--- src/rtl/netdma_pkg.sv ---
package netdma_pkg;

    typedef enum logic [1:0] {
        THR_2  = 2'd0,
        THR_4  = 2'd1,
        THR_8  = 2'd2,
        THR_12 = 2'd3
    } thr_sel_e;

    // Threshold in bytes for a select code
    function automatic logic [4:0] thr_bytes(input logic [1:0] sel);
        logic [4:0] t;
        case (thr_sel_e'(sel))
            THR_2:   t = 5'd2;
            THR_4:   t = 5'd4;
            THR_8:   t = 5'd8;
            default: t = 5'd12;
        endcase
        return t;
    endfunction

endpackage

--- src/rtl/netdma_store.sv ---
module netdma_store #(
    parameter int DW    = 8,
    parameter int DEPTH = 16,
    localparam int AW   = $clog2(DEPTH)
) (
    input  logic          clk,
    input  logic          rst_n,
    input  logic          clear,
    input  logic          wr_acc,
    input  logic [DW-1:0] wr_data,
    input  logic          rd_acc,
    output logic [DW-1:0] rd_data
);

    typedef struct packed {
        logic [AW-1:0] wptr;
        logic [AW-1:0] rptr;
    } ptr_t;

    ptr_t ptr_d, ptr_q;
    logic [DW-1:0] mem_q [DEPTH];

    always_comb begin
        ptr_d = ptr_q;
        if (clear) begin
            ptr_d = '0;
        end else begin
            if (wr_acc) ptr_d.wptr = ptr_q.wptr + AW'(1);
            if (rd_acc) ptr_d.rptr = ptr_q.rptr + AW'(1);
        end
    end

    always_ff @(posedge clk or negedge rst_n) begin
        if (!rst_n) ptr_q <= '0;
        else        ptr_q <= ptr_d;
    end

    always_ff @(posedge clk) begin
        if (wr_acc) mem_q[ptr_q.wptr] <= wr_data;
    end

    assign rd_data = mem_q[ptr_q.rptr];

endmodule

--- src/rtl/netdma_level.sv ---
module netdma_level #(
    parameter int DEPTH     = 16,
    parameter int OVR_LEVEL = 13,
    localparam int CW       = $clog2(DEPTH + 1)
) (
    input  logic          clk,
    input  logic          rst_n,
    input  logic          clear,
    input  logic          flag_clr,
    input  logic          wr_en,
    input  logic          rd_en,
    output logic          wr_acc,
    output logic          rd_acc,
    output logic [CW-1:0] count_q_o,
    output logic [CW-1:0] count_d_o,
    output logic          overrun,
    output logic          underrun
);

    localparam logic [CW-1:0] FULL_C = CW'(DEPTH);
    localparam logic [CW-1:0] OVR_C  = CW'(OVR_LEVEL);

    typedef struct packed {
        logic [CW-1:0] count;
        logic          ovr;
        logic          unr;
    } lvl_t;

    lvl_t lvl_d, lvl_q;
    logic underflow;

    always_comb begin
        wr_acc    = wr_en && !clear && (lvl_q.count < FULL_C);
        rd_acc    = rd_en && !clear && (lvl_q.count != '0);
        underflow = rd_en && !clear && (lvl_q.count == '0);
        lvl_d     = lvl_q;
        if (clear) lvl_d.count = '0;
        else       lvl_d.count = lvl_q.count + CW'(wr_acc) - CW'(rd_acc);
        lvl_d.ovr = (lvl_q.ovr && !flag_clr) || (wr_acc && lvl_d.count >= OVR_C);
        lvl_d.unr = (lvl_q.unr && !flag_clr) || underflow;
    end

    always_ff @(posedge clk or negedge rst_n) begin
        if (!rst_n) lvl_q <= '0;
        else        lvl_q <= lvl_d;
    end

    assign count_q_o = lvl_q.count;
    assign count_d_o = lvl_d.count;
    assign overrun   = lvl_q.ovr;
    assign underrun  = lvl_q.unr;

endmodule

--- src/rtl/netdma_req.sv ---
module netdma_req
    import netdma_pkg::*;
#(
    parameter int DEPTH      = 16,
    parameter int HOLD_BYTES = 8,
    localparam int CW        = $clog2(DEPTH + 1)
) (
    input  logic          clk,
    input  logic          rst_n,
    input  logic          dir_tx,
    input  logic          word_mode,
    input  logic [1:0]    thr_sel,
    input  logic [CW-1:0] count_d,
    input  logic          wr_acc,
    input  logic          rd_acc,
    input  logic          frame_start,
    input  logic          frame_end,
    input  logic          clear,
    output logic          bus_req
);

    localparam logic [CW-1:0] FULL_C = CW'(DEPTH);
    localparam logic [CW-1:0] HOLD_C = CW'(HOLD_BYTES);

    typedef struct packed {
        logic          req;
        logic          released;
        logic [CW-1:0] burst;
    } req_t;

    req_t st_d, st_q;
    logic [CW-1:0] thr, rx_trig;
    logic xfer, held_ok, rx_cond, tx_cond, cond, burst_done;

    always_comb begin
        thr        = CW'(thr_bytes(thr_sel));
        rx_trig    = thr + (word_mode ? CW'(2) : CW'(1));
        xfer       = dir_tx ? wr_acc : rd_acc;
        held_ok    = (st_q.released && !frame_start) || (count_d >= HOLD_C);
        rx_cond    = (count_d >= rx_trig) && held_ok;
        tx_cond    = (FULL_C - count_d) >= thr;
        cond       = dir_tx ? tx_cond : rx_cond;
        burst_done = st_q.req && xfer && ((st_q.burst + CW'(1)) == thr);

        st_d = st_q;
        if (clear || frame_end) begin
            st_d.req   = 1'b0;
            st_d.burst = '0;
        end else if (st_q.req) begin
            if (burst_done) begin
                st_d.req   = 1'b0;
                st_d.burst = '0;
            end else begin
                st_d.burst = st_q.burst + CW'(xfer);
            end
        end else begin
            st_d.req   = cond;
            st_d.burst = '0;
        end
        st_d.released = frame_start ? 1'b0
                                    : (st_q.released || (!st_q.req && st_d.req));
    end

    always_ff @(posedge clk or negedge rst_n) begin
        if (!rst_n) st_q <= '0;
        else        st_q <= st_d;
    end

    assign bus_req = st_q.req;

endmodule

--- src/rtl/netdma_fifo.sv ---
module netdma_fifo #(
    parameter int DW         = 8,
    parameter int DEPTH      = 16,
    parameter int OVR_LEVEL  = 13,
    parameter int HOLD_BYTES = 8,
    localparam int CW        = $clog2(DEPTH + 1)
) (
    input  logic          clk,
    input  logic          rst_n,
    input  logic          dir_tx,
    input  logic          word_mode,
    input  logic [1:0]    thr_sel,
    input  logic          wr_en,
    input  logic [DW-1:0] wr_data,
    input  logic          rd_en,
    output logic [DW-1:0] rd_data,
    input  logic          frame_start,
    input  logic          frame_end,
    input  logic          addr_reject,
    input  logic          flag_clr,
    output logic          bus_req,
    output logic          overrun,
    output logic          underrun,
    output logic [CW-1:0] level
);

    logic          wr_acc, rd_acc;
    logic [CW-1:0] count_d;

    netdma_level #(.DEPTH(DEPTH), .OVR_LEVEL(OVR_LEVEL)) u_level (
        .clk       (clk),
        .rst_n     (rst_n),
        .clear     (addr_reject),
        .flag_clr  (flag_clr),
        .wr_en     (wr_en),
        .rd_en     (rd_en),
        .wr_acc    (wr_acc),
        .rd_acc    (rd_acc),
        .count_q_o (level),
        .count_d_o (count_d),
        .overrun   (overrun),
        .underrun  (underrun)
    );

    netdma_store #(.DW(DW), .DEPTH(DEPTH)) u_store (
        .clk     (clk),
        .rst_n   (rst_n),
        .clear   (addr_reject),
        .wr_acc  (wr_acc),
        .wr_data (wr_data),
        .rd_acc  (rd_acc),
        .rd_data (rd_data)
    );

    netdma_req #(.DEPTH(DEPTH), .HOLD_BYTES(HOLD_BYTES)) u_req (
        .clk         (clk),
        .rst_n       (rst_n),
        .dir_tx      (dir_tx),
        .word_mode   (word_mode),
        .thr_sel     (thr_sel),
        .count_d     (count_d),
        .wr_acc      (wr_acc),
        .rd_acc      (rd_acc),
        .frame_start (frame_start),
        .frame_end   (frame_end),
        .clear       (addr_reject),
        .bus_req     (bus_req)
    );

endmodule

--- config.mk ---
export PLATFORM = sky130hd
export DESIGN_NAME = netdma_fifo
export DESIGN_NICKNAME = d
export VERILOG_FILES = /design/src/rtl/netdma_pkg.sv /design/src/rtl/netdma_store.sv /design/src/rtl/netdma_level.sv /design/src/rtl/netdma_req.sv /design/src/rtl/netdma_fifo.sv
export SDC_FILE = /design/constraint.sdc
export NUM_CORES = 1
export LEC_CHECK = 0
export ABC_AREA = 1
export CORE_MARGIN = 2
export CORE_UTILIZATION = 50
export CTS_CLUSTER_SIZE = 20
export DETAILED_ROUTE_END_ITERATION = 8
export DONT_BUFFER_PORTS = 1
export PLACE_DENSITY = 0.78
export SYNTH_ARGS = -nofsm -noshare
export SYNTH_HDL_FRONTEND = slang
export SYNTH_SLANG_ARGS = --single-unit
--- constraint.sdc ---
create_clock -name clk -period 3.3 [get_ports clk]
set_input_delay 0.66 -clock clk [delete_from_list [all_inputs] [get_ports clk]]
set_output_delay 0.66 -clock clk [all_outputs]
set_load 0.01 [all_outputs]
### Word level (Yosys, flattened, before mapping)

Memory sizes are Yosys's and may differ from the RTL's.
Index checks and enable logic that the tools add are counted.

* output and inout port bits: 16
* memories: 1
* word-level logic and storage cells: 69
* flip-flop bits (word level): 22
* bits of input ports: 20
* bits in writable memories: 128

Memories
* u_store.mem_q: depth 16, width 8, read ports 1, clocked after Yosys merged registers in 0, write ports 1, line netdma_store.sv:21 `logic [DW-1:0] mem_q [DEPTH];`

* $add $sub $neg: 8
* equality and inequality tests: 3
* $lt $le $gt $ge: 5
* reduce and logical (&&, ||, !) cells: 27
* muxes and demuxes: 17

Operators with widths (number)
* $mux 5: 4
* $logic_and 1x1->1: 13
* $pmux 4 s3: 1
* $add 5x1->5: 2
* $ge 5x4->1 const B: 2
* $add 4x1->4 const B: 2
* $mux 1: 8
* $mux 4: 2
* $mux 8: 1
* $add 4x5->5: 1
* $add 5x1->5 const B: 1
* $eq 5x4->1: 1
* $ge 5x4->1: 1
* $ge 5x5->1: 1
* $logic_not 5->1: 1
* $logic_or 1x1->1: 5
* $lt 5x5->1 const B: 1
* $reduce_bool 5->1: 1
* $sub 5x1->5: 1
* $sub 5x5->5 const A: 1
* $logic_not 1->1: 4
* $reduce_bool 2->1: 2
* $eq 2x1->1 const B: 1
* $eq 2x2->1 const B: 1
* 2 further kinds: 2

### Depth between registers and ports, before layout

* depth after elaboration: 15
* gate-level depth with buffers: 25
* gate-level depth less buffers: 25

### Cells and area by module

A second synthesis with hierarchy kept.

* cells, all modules: 766
* area total of the unflattened synthesis: 7288.2 um^2

By module, submodules not included
* netdma_store: cells each 583, instances 1, sequential area each 4043.9 um^2, area each 5952.0 um^2
* netdma_req: cells each 114, instances 1, sequential area each 175.2 um^2, area each 798.3 um^2
* netdma_level: cells each 69, instances 1, sequential area each 175.2 um^2, area each 538.0 um^2

### Worst setup path before layout

OpenSTA, ideal clock, no wires.

* path kind: input port to flip-flop
* start point: in addr_reject
* end point: reg u_req.st_q[5] (netlist name)
* data arrival time: 3.378 ns
* buffers on the path: 1
* setup time: 0.117 ns
* required time: 3.183 ns
* stages: 24
* slack: -0.196 ns
* cell sequence: inv_2 nand2_1 nor2_1 buf_4 nor2_1 inv_1 nand2_1 ha_1 inv_1 fa_1 nor2_1 inv_1 ha_1 xnor2_1 inv_1 ha_1 nand2_1 nand2_1 a21oi_1 nand3_1 nand2_1 nand3_1 nand3_1 nand2_1

RTL lines
* start, declared: line netdma_fifo.sv:19 `input logic addr_reject,`
* end signal, assigned: line netdma_req.sv:66 `else st_q <= st_d;`
* end, declared: line netdma_req.sv:31 `req_t st_d, st_q;`

==> impl_metrics.tcl <==
set metrics [dict create \
    result_of_the_run "completed" \
    setup_viol 0 \
    flop_and_latch_count_out_of_synthesis 150 \
    endpoint_kind "flip-flop" \
    syn_inst 600 \
    critical_path_class "flip-flop to flip-flop" \
    top_level_ports 36 \
    leakage_power_nw 2.92 \
    antenna_found_initial 0 \
    layout.cells.most_common_list "sky130_fd_sc_hd__edfxtp_1, sky130_fd_sc_hd__nor2_1, sky130_fd_sc_hd__o21ai_0, sky130_fd_sc_hd__nand2_1, sky130_fd_sc_hd__inv_1" \
    slew_headroom_pct 30.1 \
    hp-class "input port to flip-flop" \
    worst-endpoint-arrival_ns 3.47 \
    die_h_um 120 \
    final_min_period_over_clock_period_pct 95.7 \
    drv_slew 0 \
    grt_overflow 0 \
    power_per_cell_area_mw_per_mm2 759 \
    drtAntennaViolNets 0 \
    cts.sink_count 150 \
    setup_slack_ns 0.141 \
    grt_pass1_vias 4511 \
    netlist_area_sq_mm 0.00668 \
    yosysSeqAreaShare_pct 65.8 \
    nets 670 \
    vdd_ir_drop_max_mv 0.470 \
    drt_wl_total_mm 14.8 \
    critPathMaxFanout 4 \
    final-hold-violation-count 0 \
    netlist-cell-type-count 29 \
    start_util_pct 50.9 \
    finalWeightedCongestion 0.901 \
    cts-htree-levels 4 \
    insertion_delay_ns 0.42 \
    ctsRootBufferMaster "sky130_fd_sc_hd__clkbuf_16" \
    area_of_the_die_sq_mm 0.0143 \
    die-width_um 120 \
    synth_fp_nets 645 \
    fmaxAchievable_ghz 0.317 \
    tritoncts "done" \
    global_route_wire_length_before_repair_mm 23.4 \
    routed_wire_length_per_instance_um 18.1 \
    timing.hold.ws_ns 0.339 \
    max-cap-violations 0 \
    cts_inserted_buffers 17 \
    via_to_cell_ratio 5.69 \
    drt_first_iter_violations 509 \
    antenna-diode-count 0 \
    finish.utilization_pct 58.9 \
    routed-via-count 4635 \
    globalRouteTotalUtil_pct 21.8 \
    area_growth_syn_to_layout_pct 15.8 \
    design.core.area_sq_mm 0.0131 \
    post-dp-hpwl_mm 9.48 \
    grt_start_max_net_pins 46 \
    worst_clock_skew_ns 0.00663 \
    path_clk_slew_ns 0.06 \
    drive_above_1_share_pct 14.3 \
    post-place-ws_ns -0.0563 \
    ys_warn_count 0 \
    avgSynthCellArea_sq_um 11.1 \
    io_buffer_count 0 \
    layout.cells.most_common "sky130_fd_sc_hd__edfxtp_1" \
    timing.critical_path.required_ns 3.61 \
    dr.pass1.iters 5 \
    post_layout_nonfiller_instances 814 \
    ctsLongestPathBuffers 2 \
    placedCellCount 777 \
    worst-slew-pin-transition_ns 1.05 \
    final.min_clock_period_ns 3.16 \
    reg2reg_slack_ns 0.14 \
    route.detailed.drc 0 \
    placementRows 42 \
    critPathLaunchType "flip-flop" \
]
==> flip-flops by register name, summed over array words and instances, names as in the netlist <==
register / flops
u_level.underrun: 1
u_store.ptr_q: 8
u_level.count_q_o: 5
u_req.st_q: 6
u_req.bus_req: 1
u_level.overrun: 1
u_store.mem_q: 128
==> synth_stat cells <==
cell / n / share of area, %
sky130_fd_sc_hd__nor3_1: 2 / 0.15
sky130_fd_sc_hd__buf_2: 4 / 0.30
sky130_fd_sc_hd__a22o_1: 1 / 0.13
sky130_fd_sc_hd__fa_1: 1 / 0.30
sky130_fd_sc_hd__o21ai_0: 81 / 6.1
sky130_fd_sc_hd__nand3_1: 23 / 1.7
sky130_fd_sc_hd__or2_0: 1 / 0.094
sky130_fd_sc_hd__nand2_2: 2 / 0.19
sky130_fd_sc_hd__nor2_1: 109 / 6.1
sky130_fd_sc_hd__clkbuf_1: 19 / 1.1
sky130_fd_sc_hd__edfxtp_1: 128 / 58
sky130_fd_sc_hd__o21ai_2: 1 / 0.13
sky130_fd_sc_hd__nand2_1: 59 / 3.3
sky130_fd_sc_hd__inv_1: 46 / 2.6
sky130_fd_sc_hd__dfrtp_1: 22 / 8.2
sky130_fd_sc_hd__buf_1: 1 / 0.056
sky130_fd_sc_hd__ha_1: 24 / 4.5
sky130_fd_sc_hd__nor4_4: 1 / 0.32
sky130_fd_sc_hd__o21a_1: 2 / 0.22
sky130_fd_sc_hd__nor2_2: 1 / 0.094
sky130_fd_sc_hd__buf_4: 1 / 0.11
sky130_fd_sc_hd__xor2_1: 4 / 0.52
sky130_fd_sc_hd__a21oi_1: 14 / 1.0
sky130_fd_sc_hd__inv_2: 3 / 0.17
sky130_fd_sc_hd__xnor2_1: 7 / 0.92
sky130_fd_sc_hd__nand4_1: 1 / 0.094
sky130_fd_sc_hd__o22ai_1: 38 / 3.6
sky130_fd_sc_hd__a22oi_1: 3 / 0.34
sky130_fd_sc_hd__o32ai_1: 1 / 0.13
==> worst paths after layout <==
check / start / endpoint / cells after the start
setup / recovery: u_level.count_q_o[2] / u_req.st_q[5] / 24
hold / removal: wr_data[6] / u_store.mem_q[2][6] / 0
setup reg to reg: u_level.count_q_o[2] / u_req.st_q[5] / 24
hold reg to reg: u_req.st_q[5] / u_req.st_q[5] / 2
max in group asynchronous: rst_n / u_store.ptr_q[0] / 1
min in group asynchronous: rst_n / u_level.underrun / 1
==> where the power goes <==
group | switching [mW] | total, mW | internal (mW)
sequential | 0.0683 | 2.21 | 2.14
combinational | 1.14 | 1.82 | 0.682
clock | 0.735 | 1.85 | 1.12
total | 1.94 | 5.88 | 3.94
==> timing repair <==
item / in CTS / in global routing
endpoints found under the setup margin: 2 / 2
hold endpoints to repair: 22 / 0
gates resized for setup: 1 / 13
pin swaps: 0 / 6
hold buffers: 1 / 0
buffers inserted: 0 / 4
==> routing by layer <==
layer	track usage, %	wire length [um]
met1	26.9	5780
met5	0	0
met4	8.16	312
met2	36.1	7510
met3	6.80	1150
==> worst max-delay path: stages (launching register included) <==
cell and delay, ns:
sky130_fd_sc_hd__dfrtp_1 0.37, sky130_fd_sc_hd__inv_2 0.06, sky130_fd_sc_hd__ha_4 0.16, sky130_fd_sc_hd__nand3_4 0.09, sky130_fd_sc_hd__nand2_4 0.08, sky130_fd_sc_hd__nor2_4 0.10, sky130_fd_sc_hd__inv_2 0.04, sky130_fd_sc_hd__nand2_1 0.06
sky130_fd_sc_hd__ha_2 0.18, sky130_fd_sc_hd__inv_2 0.04, sky130_fd_sc_hd__fa_1 0.46, sky130_fd_sc_hd__nor2_2 0.15, sky130_fd_sc_hd__inv_2 0.07, sky130_fd_sc_hd__ha_4 0.17, sky130_fd_sc_hd__xnor2_2 0.11, sky130_fd_sc_hd__inv_1 0.06
sky130_fd_sc_hd__ha_1 0.29, sky130_fd_sc_hd__nand2_2 0.07, sky130_fd_sc_hd__nand2_2 0.06, sky130_fd_sc_hd__a21oi_2 0.10, sky130_fd_sc_hd__nand3_1 0.08, sky130_fd_sc_hd__nand2_1 0.07, sky130_fd_sc_hd__nand3_2 0.06, sky130_fd_sc_hd__nand3_1 0.07
sky130_fd_sc_hd__nand2_1 0.05
==> cells by family after synthesis <==
logic type	Yosys count	synth area share (%)
adders and majority gates	25	4.79
and+or+nand+nor	199	12.1
AOI/OAI and AO/OA	141	11.6
DFF	150	65.8
buffers and inverters	74	4.29
xor gates and xnor gates	11	1.44
==> cell type report <==
type / count / area [sq um]
Fill cell: 1019 / 5400
Sequential cell: 150 / 4400
Multi-Input combinational cell: 376 / 2120
Clock inverter: 11 / 123
Tap cell: 176 / 220
Timing Repair Buffer: 31 / 248
Clock buffer: 21 / 440
Inverter: 49 / 199
==> metrics by stage <==
stage / area [sq um] / TNS [ns] / power, mW
after floorplan: 6750 / 0 / 3.41
after global placement: 7080 / 0 / 3.83
after detailed placement: 7080 / -0.0857 / 3.90
after CTS: 7660 / 0 / 5.75
after global routing: 7740 / -0.0729 / 6.21
final: 7740 / 0 / 5.88
Note: power is estimated with default switching activity, not from simulation.
